$ cat src/rtl/stepref_pkg.sv
package stepref_pkg;

    // Default width of the quarter-period configuration
    parameter int DEF_NW = 8;

    // Sign encoding shared by the datapath
    typedef enum logic {
        SGN_POS = 1'b0,
        SGN_NEG = 1'b1
    } sign_e;

    // In-phase and quadrature sign pair for one sample
    typedef struct packed {
        sign_e i;
        sign_e q;
    } ref_pair_t;

    localparam ref_pair_t REF_PAIR_IDLE = '{i: SGN_POS, q: SGN_POS};

endpackage

$ cat src/rtl/stepref_span.sv
module stepref_span #(
    parameter int NW = stepref_pkg::DEF_NW,
    localparam int IW = NW + 2
) (
    input  logic [NW-1:0] cfg_n,
    output logic [IW-1:0] lim_q1,
    output logic [IW-1:0] lim_half,
    output logic [IW-1:0] lim_q3,
    output logic [IW-1:0] lim_full
);

    // Quarter points of the 4N-long reference period
    always_comb begin
        lim_q1   = {2'b00, cfg_n};
        lim_half = {1'b0, cfg_n, 1'b0};
        lim_full = {cfg_n, 2'b00};
        lim_q3   = lim_q1 + lim_half;
    end

endmodule

$ cat src/rtl/stepref_accum.sv
module stepref_accum #(
    parameter int NW = stepref_pkg::DEF_NW,
    localparam int IW = NW + 2,
    localparam int AW = NW + 1
) (
    input  logic          clk,
    input  logic          rst,
    input  logic          start,
    input  logic          sample_en,
    input  logic [AW-1:0] alpha,
    input  logic [IW-1:0] lim_full,
    output logic [IW-1:0] acc_idx,
    output logic          acc_wrapped
);

    logic [IW-1:0] acc_q;
    logic          wrapped_q;
    logic [IW:0]   sum_w;
    logic [IW:0]   red_w;
    logic          over_w;
    logic [IW-1:0] next_w;

    // One conditional subtraction suffices because alpha is below 2N
    always_comb begin
        sum_w  = {1'b0, acc_q} + {{(IW + 1 - AW){1'b0}}, alpha};
        over_w = (sum_w >= {1'b0, lim_full});
        red_w  = sum_w - {1'b0, lim_full};
        next_w = over_w ? red_w[IW-1:0] : sum_w[IW-1:0];
    end

    always_ff @(posedge clk) begin
        if (rst || start) begin
            acc_q     <= '0;
            wrapped_q <= 1'b0;
        end else if (sample_en) begin
            acc_q     <= next_w;
            wrapped_q <= over_w;
        end
    end

    assign acc_idx     = acc_q;
    assign acc_wrapped = wrapped_q;

endmodule

$ cat src/rtl/stepref_slicer.sv
module stepref_slicer
    import stepref_pkg::*;
#(
    parameter int NW = stepref_pkg::DEF_NW,
    localparam int IW = NW + 2
) (
    input  logic          clk,
    input  logic          rst,
    input  logic          start,
    input  logic          sample_en,
    input  logic [IW-1:0] idx_in,
    input  logic          wrapped_in,
    input  logic [IW-1:0] lim_q1,
    input  logic [IW-1:0] lim_half,
    input  logic [IW-1:0] lim_q3,
    output logic [IW-1:0] idx_out,
    output ref_pair_t     pair_out,
    output logic          wrap_out
);

    ref_pair_t     pair_w;
    ref_pair_t     pair_q;
    logic [IW-1:0] idx_q;
    logic          wrap_q;

    always_comb begin
        pair_w.i = (idx_in >= lim_half) ? SGN_NEG : SGN_POS;
        pair_w.q = ((idx_in >= lim_q1) && (idx_in < lim_q3)) ? SGN_NEG : SGN_POS;
    end

    always_ff @(posedge clk) begin
        if (rst || start) begin
            idx_q  <= '0;
            pair_q <= REF_PAIR_IDLE;
            wrap_q <= 1'b0;
        end else if (sample_en) begin
            idx_q  <= idx_in;
            pair_q <= pair_w;
            wrap_q <= wrapped_in;
        end else begin
            wrap_q <= 1'b0;
        end
    end

    assign idx_out  = idx_q;
    assign pair_out = pair_q;
    assign wrap_out = wrap_q;

endmodule

$ cat src/rtl/stepref_gen.sv
module stepref_gen
    import stepref_pkg::*;
#(
    parameter int NW = stepref_pkg::DEF_NW,
    localparam int IW = NW + 2,
    localparam int AW = NW + 1
) (
    input  logic          clk,
    input  logic          rst,
    input  logic          start,
    input  logic          sample_en,
    input  logic [NW-1:0] cfg_n,
    input  logic [AW-1:0] cfg_alpha,
    output logic          ref_i_neg,
    output logic          ref_q_neg,
    output logic [IW-1:0] phase_idx,
    output logic          wrap
);

    logic [IW-1:0] lim_q1;
    logic [IW-1:0] lim_half;
    logic [IW-1:0] lim_q3;
    logic [IW-1:0] lim_full;
    logic [IW-1:0] acc_idx;
    logic          acc_wrapped;
    ref_pair_t     pair;

    stepref_span #(.NW(NW)) span_i (
        .cfg_n    (cfg_n),
        .lim_q1   (lim_q1),
        .lim_half (lim_half),
        .lim_q3   (lim_q3),
        .lim_full (lim_full)
    );

    stepref_accum #(.NW(NW)) accum_i (
        .clk         (clk),
        .rst         (rst),
        .start       (start),
        .sample_en   (sample_en),
        .alpha       (cfg_alpha),
        .lim_full    (lim_full),
        .acc_idx     (acc_idx),
        .acc_wrapped (acc_wrapped)
    );

    stepref_slicer #(.NW(NW)) slicer_i (
        .clk        (clk),
        .rst        (rst),
        .start      (start),
        .sample_en  (sample_en),
        .idx_in     (acc_idx),
        .wrapped_in (acc_wrapped),
        .lim_q1     (lim_q1),
        .lim_half   (lim_half),
        .lim_q3     (lim_q3),
        .idx_out    (phase_idx),
        .pair_out   (pair),
        .wrap_out   (wrap)
    );

    assign ref_i_neg = pair.i;
    assign ref_q_neg = pair.q;

endmodule

$ cat config.mk
export PLATFORM = sky130hd
export DESIGN_NAME = stepref_gen
export DESIGN_NICKNAME = d
export VERILOG_FILES = /design/src/rtl/stepref_pkg.sv /design/src/rtl/stepref_span.sv /design/src/rtl/stepref_accum.sv /design/src/rtl/stepref_slicer.sv /design/src/rtl/stepref_gen.sv
export SDC_FILE = /design/constraint.sdc
export NUM_CORES = 1
export LEC_CHECK = 0
export ABC_AREA = 0
export CORE_UTILIZATION = 52
export CTS_BUF_LIST = sky130_fd_sc_hd__clkbuf_2 sky130_fd_sc_hd__clkbuf_4 sky130_fd_sc_hd__clkbuf_8
export DETAILED_ROUTE_END_ITERATION = 10
export PLACE_DENSITY = 0.79
export SKIP_LAST_GASP = 1
export SLEW_MARGIN = 20
export SYNTH_ARGS = -nofsm -noshare
export SYNTH_HDL_FRONTEND = slang
export SYNTH_SLANG_ARGS = --single-unit
$ cat constraint.sdc
create_clock -name clk -period 4.2 [get_ports clk]
set_input_delay 1.26 -clock clk [delete_from_list [all_inputs] [get_ports clk]]
set_output_delay 1.26 -clock clk [all_outputs]
set_load 0.01 [all_outputs]
==> results, run 1 <==
- The flow ran to the end, and the final reports show no timing, DRC or antenna violations.
- The classification of the worst setup path is in -> reg.
- By count the netlist is led by sky130_fd_sc_hd__ha_1, sky130_fd_sc_hd__nor2_1, sky130_fd_sc_hd__dfxtp_1.
- Per report_power, the sequential group accounts for 29.8% of the total.
- The number of cells in the design after placement is 400.
- The count of mapped cells out of synthesis is 285.
- Once detailed placement completed, the half-perimeter wirelength came to 4700 um.
- At the later pin of the worst-skew pair, clock insertion delay measures 0.27 ns.
- The number of global-route vias before repair is 2201.
- The leakage power is 1.55 nW.
- For the final database, setup skew stands at 0.00548 ns.
- The maximum fanout count along the critical path is 5.
- The vertical die dimension is 71.4 um.
- Max-cap violations in this run came to 0.
- The number of buffers created by CTS is 3.
- The net count after synthesis is 360.
- The number of DRC violations after detailed routing is 0.
- Dividing the detail-routed wire length by the instance count gives 14.7 um.
- Power comes to 0.000845 W.
- The floorplan die area is 0.00510 mm2.
- The number of different library cells used by synthesis comes to 54.
- The fill cell total of the finished layout is 338.
- The number of primary I/O pins is 34.
- The detail route stage leaves a number of antenna-violating nets equal to 0.
- The flip-flop and latch count after synthesis is 24.
- The largest individual stage delay along the critical path comes from the cell sky130_fd_sc_hd__fa_2.
- In this design, the stage delay of the slowest critical-path cell is 0.37 ns.
- After clock tree synthesis, the flow added hold-fix buffers numbering 0.
- The clock period could shrink to 4.08 ns.
- The number of buffer cells added on primary ports is 33.
- The first-pass GRT wire length is 10300 um.
- Setup repair after global routing could not meet its margin everywhere.
- The summed instance area of the synthesized netlist is 0.00251 mm2.
- The maximum buffer depth of the clock tree is 2.
- The number of failing hold endpoints at the final stage is 0.
- The tightest min-delay check is of the reg -> reg type.
- Timing would allow up to 245 MHz.
- The number of endpoints failing setup at the final stage is 0.
- The share of synthesized registers carrying an async set or reset is 0%.
- The width of the die is 71.4 um.
- The fraction of power consumed by the clock network is 16.3%.
- Detailed routing inserted a total of 2347 vias.
- The number of warnings printed during yosys synthesis is 0.
- Summing all placed instances gives a cell area of 0.00315 mm2.
- The worst pin sits at a relative slew slack of 58.7%.
- Wires add up to 6030 um.
- For the pin with the worst max-slew slack, the measured transition is 0.617 ns.
- The most used flip-flop cell after synthesis is sky130_fd_sc_hd__dfxtp_1.
- The leading cell type by number of instances after synthesis is sky130_fd_sc_hd__ha_1.
- The top-area cell type share of the netlist area is 25.4%.
- Of the total power, combinational logic draws 54.0%.
- The net load switching power is 0.000306 W.
- TritonCTS built the clock tree.
- STA classifies the critical path endpoint as a flip-flop.
- The final critical path takes up 97.2% of the cycle.
- The detailed router finished its first iteration with 113 violations.
- In this run, synthesis inferred 0 flip-flops with an integrated enable.
- Of the total power, the share spent switching nets is 36.2%.
- The maximum number of pins on one net before global-route repair is 17.
- The area growth from synthesis to layout is 34.0%.
- CTS built an H-tree with a depth of 1.
- Counting both buffers and inverters, the worst setup path holds a total of 1.
- The internal power of the cells is 0.000539 W.
- The critical path startpoint category is an input pin.
- The finished cells cover 0.00336 mm2.
- The post-route netlist has 21.2% of its cells at a drive strength greater than 1.
- The weighted congestion reported at the end of routability-driven placement is 0.855.
- The family with the most delay on the worst path is compound AO/OA/AOI/OAI gates.
- The effective utilization at floorplan is 55.7%.
- The worst endpoint data arrival time is 4.25 ns.
- The biggest area contributor in the post-synthesis netlist is sky130_fd_sc_hd__ha_1.
- Walking the worst path, the cells encountered are clkdlybuf4s15_1, ha_2, fa_2, a211oi_2, o21bai_2, o31ai_2, xnor2_1, ha_1, nand4_1, a21oi_2, o31ai_4, nand3_4, a31o_1, o221a_1.
- The clock slew seen by the registers of the worst setup and hold paths is 0.08 ns.
- For this run the aggregate overflow at the end of global routing stands at 0.
- The first detailed-routing pass ran for 4 iterations.
- The data required time at the worst endpoint is 4.36 ns.
- Averaged over all synthesized cells, the footprint is 8.80 um2.
- The average vias per placed instance is 5.71.
- The antenna diode count is 0.
- For this run, the post-layout net count is 436.
- The region available for standard cell placement spans 0.00450 mm2.
- The initial antenna violation count was 0.
- The floorplan has 24 rows.
- The tree is rooted in a sky130_fd_sc_hd__clkbuf_8.
- The number of sinks handled by clock tree synthesis is 24.
- The worst-case IR drop observed on VDD is 0.176 mV.
- The number of cells in the finished layout apart from fillers is 411.
- After synthesis, the cell types taking the most area are sky130_fd_sc_hd__ha_1, sky130_fd_sc_hd__dfxtp_1, sky130_fd_sc_hd__mux2i_1.
- Dividing total power by cell area gives a power density of 252 mW/mm2.
- The final max-slew violation count came to 0.
- Across every metal layer, demand over resource in global routing totals 25.1%.
- Sequential cells were found to cover 19.2% of the synthesized design area.
[metal layers]
| layer | wire length, um | GRT usage (%) | vias to the layer above |
|---|---|---|---|
| li1 | - | - | 1207 |
| met1 | 2860 | 34.2 | 1098 |
| met2 | 2990 | 43.4 | 40 |
| met3 | 158 | 3.52 | 2 |
| met4 | 14 | 2.89 | 0 |
| met5 | 0 | 0 | - |
[cell families after synthesis]
group / after synthesis / share of synthesized area (%)
AOI/OAI and AO/OA: 83 / 24.1
adders and majority gates: 54 / 27.8
buffers and inverters: 22 / 3.34
and+or+nand+nor: 70 / 13.3
muxes: 18 / 7.38
DFF: 24 / 19.2
xor gates and xnor gates: 14 / 4.89
[flip-flops by register name, indices dropped and copies added (netlist names)]
name,count
accum_i.acc_idx,10
slicer_i.idx_out,10
slicer_i.pair_out,2
accum_i.acc_wrapped,1
slicer_i.wrap_out,1
[metrics by stage]
step / TNS [ns] / util (%) / setup WS, ns / hold WS [ns]
after floorplan: 0 / - / 0.0475 / 0.456
after global placement: -3.84 / 69.9 / -0.504 / 0.455
after detailed placement: -4.44 / 69.9 / -0.575 / 0.476
after CTS: 0 / 72.4 / 0.0247 / 0.494
after global routing: -0.0262 / 74.6 / -0.0197 / 0.509
final: 0 / 74.6 / 0.116 / 0.485
[path summary, 6_finish.rpt]
| check | cells past startpoint | start | slack [ns] | end |
|---|---|---|---|---|
| hold / removal | 1 | slicer_i.pair_out[0]$_SDFFE_PP0P_ | 0.48 | slicer_i.pair_out[0]$_SDFFE_PP0P_ |
| hold reg to reg | 1 | slicer_i.pair_out[0]$_SDFFE_PP0P_ | 0.48 | slicer_i.pair_out[0]$_SDFFE_PP0P_ |
| setup reg to reg | 14 | accum_i.acc_idx[1]$_SDFFE_PP0P_ | 0.88 | accum_i.acc_idx[2]$_SDFFE_PP0P_ |
| setup / recovery | 14 | cfg_alpha[0] | 0.12 | accum_i.acc_idx[7]$_SDFFE_PP0P_ |
[layout by cell type (no fill, tap or decap), types with 3 or more instances in the layout]
cell type and count:
sky130_fd_sc_hd__buf_4 42, sky130_fd_sc_hd__o21bai_1 3, sky130_fd_sc_hd__clkbuf_8 3, sky130_fd_sc_hd__inv_1 16, sky130_fd_sc_hd__nor2b_1 4, sky130_fd_sc_hd__xnor2_1 8, sky130_fd_sc_hd__o21a_1 5, sky130_fd_sc_hd__nand3_1 4
sky130_fd_sc_hd__ha_1 47, sky130_fd_sc_hd__nand2_1 10, sky130_fd_sc_hd__a21o_1 6, sky130_fd_sc_hd__nor2_1 34, sky130_fd_sc_hd__a211oi_1 3, sky130_fd_sc_hd__ha_4 3, sky130_fd_sc_hd__o21ai_0 10, sky130_fd_sc_hd__dfxtp_1 24
sky130_fd_sc_hd__xor2_1 6, sky130_fd_sc_hd__nor3_1 3, sky130_fd_sc_hd__a21oi_2 5, sky130_fd_sc_hd__clkdlybuf4s50_1 30, sky130_fd_sc_hd__o21ai_1 7, sky130_fd_sc_hd__nand2b_1 3, sky130_fd_sc_hd__a21oi_1 17, sky130_fd_sc_hd__mux2i_1 16
[power by group through the flow]
stage / Combinational, W / Sequential [W] / Clock, W
5_1_grt: 0.000502 / 0.000253 / 0.000148
3_5_place_dp: 0.000402 / 0.000256 / 0
4_1_cts: 0.000424 / 0.000251 / 0.000141
2_1_floorplan: 0.000263 / 0.000251 / 0
6_report: 0.000456 / 0.000252 / 0.000137
3_3_place_gp: 0.000394 / 0.000256 / 0
[layout make-up]
| class | instances | area [um2] | area share, % |
|---|---|---|---|
| Clock buffer | 3 | 41.3 | 1.23 |
| Timing Repair Buffer | 76 | 658 | 19.6 |
| Multi-Input combinational cell | 240 | 2050 | 61.2 |
| Inverter | 16 | 60.1 | 1.79 |
| Sequential cell | 24 | 480 | 14.3 |
| Tap cell | 52 | 65.1 | 1.94 |
[repair_timing]
action                                  CTS  global route
pin swaps                                17            17
gates resized for setup                  10            15
gates cloned                              1             0
setup buffers                             4             3
endpoints found under the setup margin    9             9
No activity file was read; power rests on OpenSTA's default activity.
==> run 2: changes to the inputs <==
CORE_UTILIZATION = 61   (was 52)
DONT_BUFFER_PORTS = 1   (was unset)
PLACE_DENSITY = 0.8   (was 0.79)
SYNTH_HIERARCHICAL = 1   (was unset)
==> run 2 against run 1 <==
  * Combinational power fell by 8.6%
  * Clock skew rose by 0.0024 ns
  * Sequential power barely moved
  * Clock power rose by 55%
  * Non-clock buffer count fell by 62
  * Wire length rose by 20%
  * Synthesized cell count rose by 38%
  * Sequential cell count did not move
  * Final cell count rose by 7.8%
  * Synthesized area rose by 27%
  * Largest power group unchanged
  * Via count rose by 15%
  * Highest routed layer unchanged
==> results, run 2 <==
- For the worst setup path, the data arrival time is 4.26 ns.
- Among cell families on the critical path, the largest total delay comes from compound AO/OA/AOI/OAI gates.
- The final layout contains routed wiring with a total length of 7220 um.
- Measured along the x axis, the die boundary spans 74.3 um.
- The final period utilization is 96.4%.
- Leaving out fill and tap cells, the most frequent cell in the layout is sky130_fd_sc_hd__ha_1.
- The number of DRC violations after detailed routing is 0.
- Setup violations remaining at the end of the flow were counted as 0.
- The first TritonRoute pass finished after 4 iterations.
- The most frequent cell on the critical path is sky130_fd_sc_hd__ha_1.
- The largest incremental delay on the critical path is 0.42 ns.
- The largest vdd supply drop is 0.149 mV.
- The busiest metal layer after global routing is met2.
- In the synthesized netlist, the number of instances is 392.
- The fraction of met3 tracks used by global routing is 2.17%.
- At the end of routability-driven placement, the weighted congestion stood at 0.969.
- The buffers inserted during post-CTS setup optimization is 0.
- CTS built an H-tree with a depth of 1.
- The number of nets with antenna violations after routing is 0.
- The root buffer cell is sky130_fd_sc_hd__clkbuf_8.
- The met1 global-route usage is 32.2%.
- The antenna diode count is 0.
- The worst path in the final design needs a cycle of 4.05 ns, including I/O delays and setup.
- The half-perimeter wire length after detailed placement is 5620 um.
- The number of DRC violations after detailed-routing iteration 0 is 128.
- In this run the static leakage power is 1.55 nW.
- Counting flops and latches in the post-synthesis netlist gives 24.
- The maximum clock frequency is 247 MHz.
- Dividing the detail-routed via count by the number of cells gives 6.07.
- The maximum fanout count along the critical path is 6.
- The number of global-route vias before repair is 2722.
- The standard-cell row count is 25.
- The proportion of synthesized chip area in sequential cells is 15.1%.
- The commonest cells after synthesis are sky130_fd_sc_hd__ha_1, sky130_fd_sc_hd__inv_1, sky130_fd_sc_hd__buf_4.
- Clock skew on the completed layout was measured at 0.00784 ns.
- The actual transition at the worst max-transition pin is 0.832 ns.
- 34 I/O pins were placed.
- The clock drives 24 sinks.
- Entering global routing, the biggest net connects 37 pins.
- The vertical die dimension is 74.3 um.
- The clock tree from TritonCTS is built.
- Global routing finished with a remaining overflow of 0.
- Setup repair after global routing left no endpoint under its margin.
- In this run, CTS created clock tree buffers numbering 3.
- After synthesis, the cell types taking the most area are sky130_fd_sc_hd__ha_1, sky130_fd_sc_hd__dfxtp_1, sky130_fd_sc_hd__buf_4.
- The final standard cell area without fillers is 0.00319 mm2.
- The clock passes through at most 2 buffers.
- Global routing consumed, on the met2 layer, 50.6% of the routing resources.
- The count of cell types in the netlist is 60.
- Traced cell by cell, the critical path runs through ha_1, inv_1, fa_1, nor2b_1, o31a_2, o21a_1, o21ai_0, o31a_1, ha_1, nand4_1, nor3_2, a211oi_2, nand4_2, or3b_1, a31oi_1.
- The initial antenna violation count is 0.
- The dominant cell type by area after synthesis is sky130_fd_sc_hd__ha_1.
- Of the cells placed in the final design, the portion with a size suffix greater than 1 is 8.78%.
- The number of failing hold endpoints at the final stage came to 0.
- The mean post-synth cell area is 8.12 um2.
- The total power of the final layout is 0.000883 W.
- The critical path startpoint category is an input pin.
- In this run the power density over the cells is 277 mW/mm2.
- The worst pin sits at a relative slew slack of 44.4%.
- At the later pin of the worst-skew pair, clock insertion delay measures 0.28 ns.
- The leading cell type by number of instances after synthesis is sky130_fd_sc_hd__ha_1.
- Clock-pin slew was measured on the worst setup and hold paths at 0.10 ns.
- The final hold slack is 0.504 ns.
- The effective utilization at floorplan is 65.3%.
- The share of synthesized registers carrying an async set or reset is 0%.
- The final net count is 458.
- The data required time at the worst endpoint is 4.41 ns.
- The total via count after detailed routing is 2691.
- The average wire per cell in the routed design is 16.3 um.
- The summed instance area of the synthesized netlist is 0.00318 mm2.
- The first global-routing pass estimated 11800 um of wire.
- The standard cell core area is 0.00488 mm2.
- In this run the biggest area consumer among cell types represents 22.4% of the synthesized area.
- The number of buffers and inverters on the critical path is 1.
- In the layout the commonest cells are sky130_fd_sc_hd__ha_1, sky130_fd_sc_hd__inv_1, sky130_fd_sc_hd__a21oi_1, sky130_fd_sc_hd__o21ai_0, sky130_fd_sc_hd__dfxtp_1.
- The number of warnings printed during yosys synthesis is 6.
- The path class of the tightest hold or removal check is reg -> reg.
- The cell area after placement is 0.00311 mm2.
- The kind of end point of the critical path is a flip-flop.
- The number of enable-type register cells in the synthesized netlist is 0.
- The flow ran to the end, and the final reports show no timing, DRC or antenna violations.
- For this run, the leading register cell type out of synthesis is sky130_fd_sc_hd__dfxtp_1.
- The number of buffer cells added on primary ports is 0.
- The classification of the worst setup path is in -> reg.
- The die covers 0.00551 mm2.
- The final max-slew violation count came to 0.
- Among all stages on the critical path, the largest delay is contributed by sky130_fd_sc_hd__or3b_1.
- Across the run, the number of max-cap violations was 0.
- The area growth from synthesis to layout is 0.118%.
- Global routing used 27.1% of the available tracks across all layers.
run 2: cell count changes in the layout (fill, tap and decap cells not counted), sizes merged, moves of 6 or more:
cell / before / now
o21ai: 17 / 28
conb: 0 / 6
buf: 43 / 14
a21oi: 22 / 30
ha: 51 / 57
clkdlybuf4s50: 30 / 0
nor2: 34 / 20
inv: 16 / 55
run 2: path summary, 6_finish.rpt:
| path | start | endpoint | slack (ns) | depth (start not counted) |
|---|---|---|---|---|
| max reg2reg | accum_i/acc_idx[0]$_SDFFE_PP0P_ | accum_i/acc_idx[6]$_SDFFE_PP0P_ | 0.64 | 15 |
| min reg2reg | accum_i/acc_wrapped$_SDFFE_PP0P_ | slicer_i/wrap_out$_SDFF_PP0_ | 0.50 | 2 |
| max | cfg_alpha[0] | accum_i/acc_idx[6]$_SDFFE_PP0P_ | 0.15 | 15 |
| min | accum_i/acc_wrapped$_SDFFE_PP0P_ | slicer_i/wrap_out$_SDFF_PP0_ | 0.50 | 2 |
run 2: area by class of cell:
cell class	instances	area (um2)
clock buffers	3	41.3
well taps	67	83.8
clock inverters	1	30.0
multi-input cells	279	2240
repair buffers	14	105
inverters	55	206
fillers	413	1690
flip-flops and latches	24	480
run 2: what timing repair did:
action | in CTS | in global routing
gates resized for setup | 0 | 2
setup endpoints to repair | 0 | 9
hold buffers | 0 | 0
run 2: metal layers:
| metal | part of all wire, % | up-vias |
|---|---|---|
| met5 | 0 | - |
| met2 | 50 | 79 |
| li1 | - | 1326 |
| met3 | 5.2 | 17 |
| met1 | 43 | 1269 |
| met4 | 2.5 | 0 |
run 2: cells by family after synthesis:
| logic type | after synthesis | share of synthesized area, % |
|---|---|---|
| XOR/XNOR | 13 | 3.58 |
| AND/OR/NAND/NOR | 73 | 12.1 |
| AO/OA/AOI/OAI | 108 | 23.3 |
| buffers and inverters | 94 | 15.4 |
| multiplexers | 19 | 6.13 |
| flip-flops | 24 | 15.1 |
| adder cells (fa/ha/maj) | 60 | 24.3 |
| other | 1 | 0.118 |
run 2: report_power, final:
group	internal, W	switching, W
Combinational	0.000192	0.000226
Sequential	0.000236	0.0000161
Clock	0.000128	0.0000856
Total	0.000556	0.000327
run 2: tightest hold or removal path, stage by stage, from the launching register on:
cell	delay, ns
sky130_fd_sc_hd__dfxtp_1	0.35
sky130_fd_sc_hd__nand2_1	0.08
sky130_fd_sc_hd__nor2_1	0.04
run 2: through the flow:
stage          worst slack, ns  util (%)  instances  TNS [ns]
3_5_place_dp            -0.209      63.7        439     -1.52
2_1_floorplan            0.111         -        397         0
4_1_cts                 0.0483      65.1        443         0
3_3_place_gp           0.00615      63.7        439         0
5_1_grt                 0.0139      65.3        443         0
6_report                 0.152      65.3        443         0
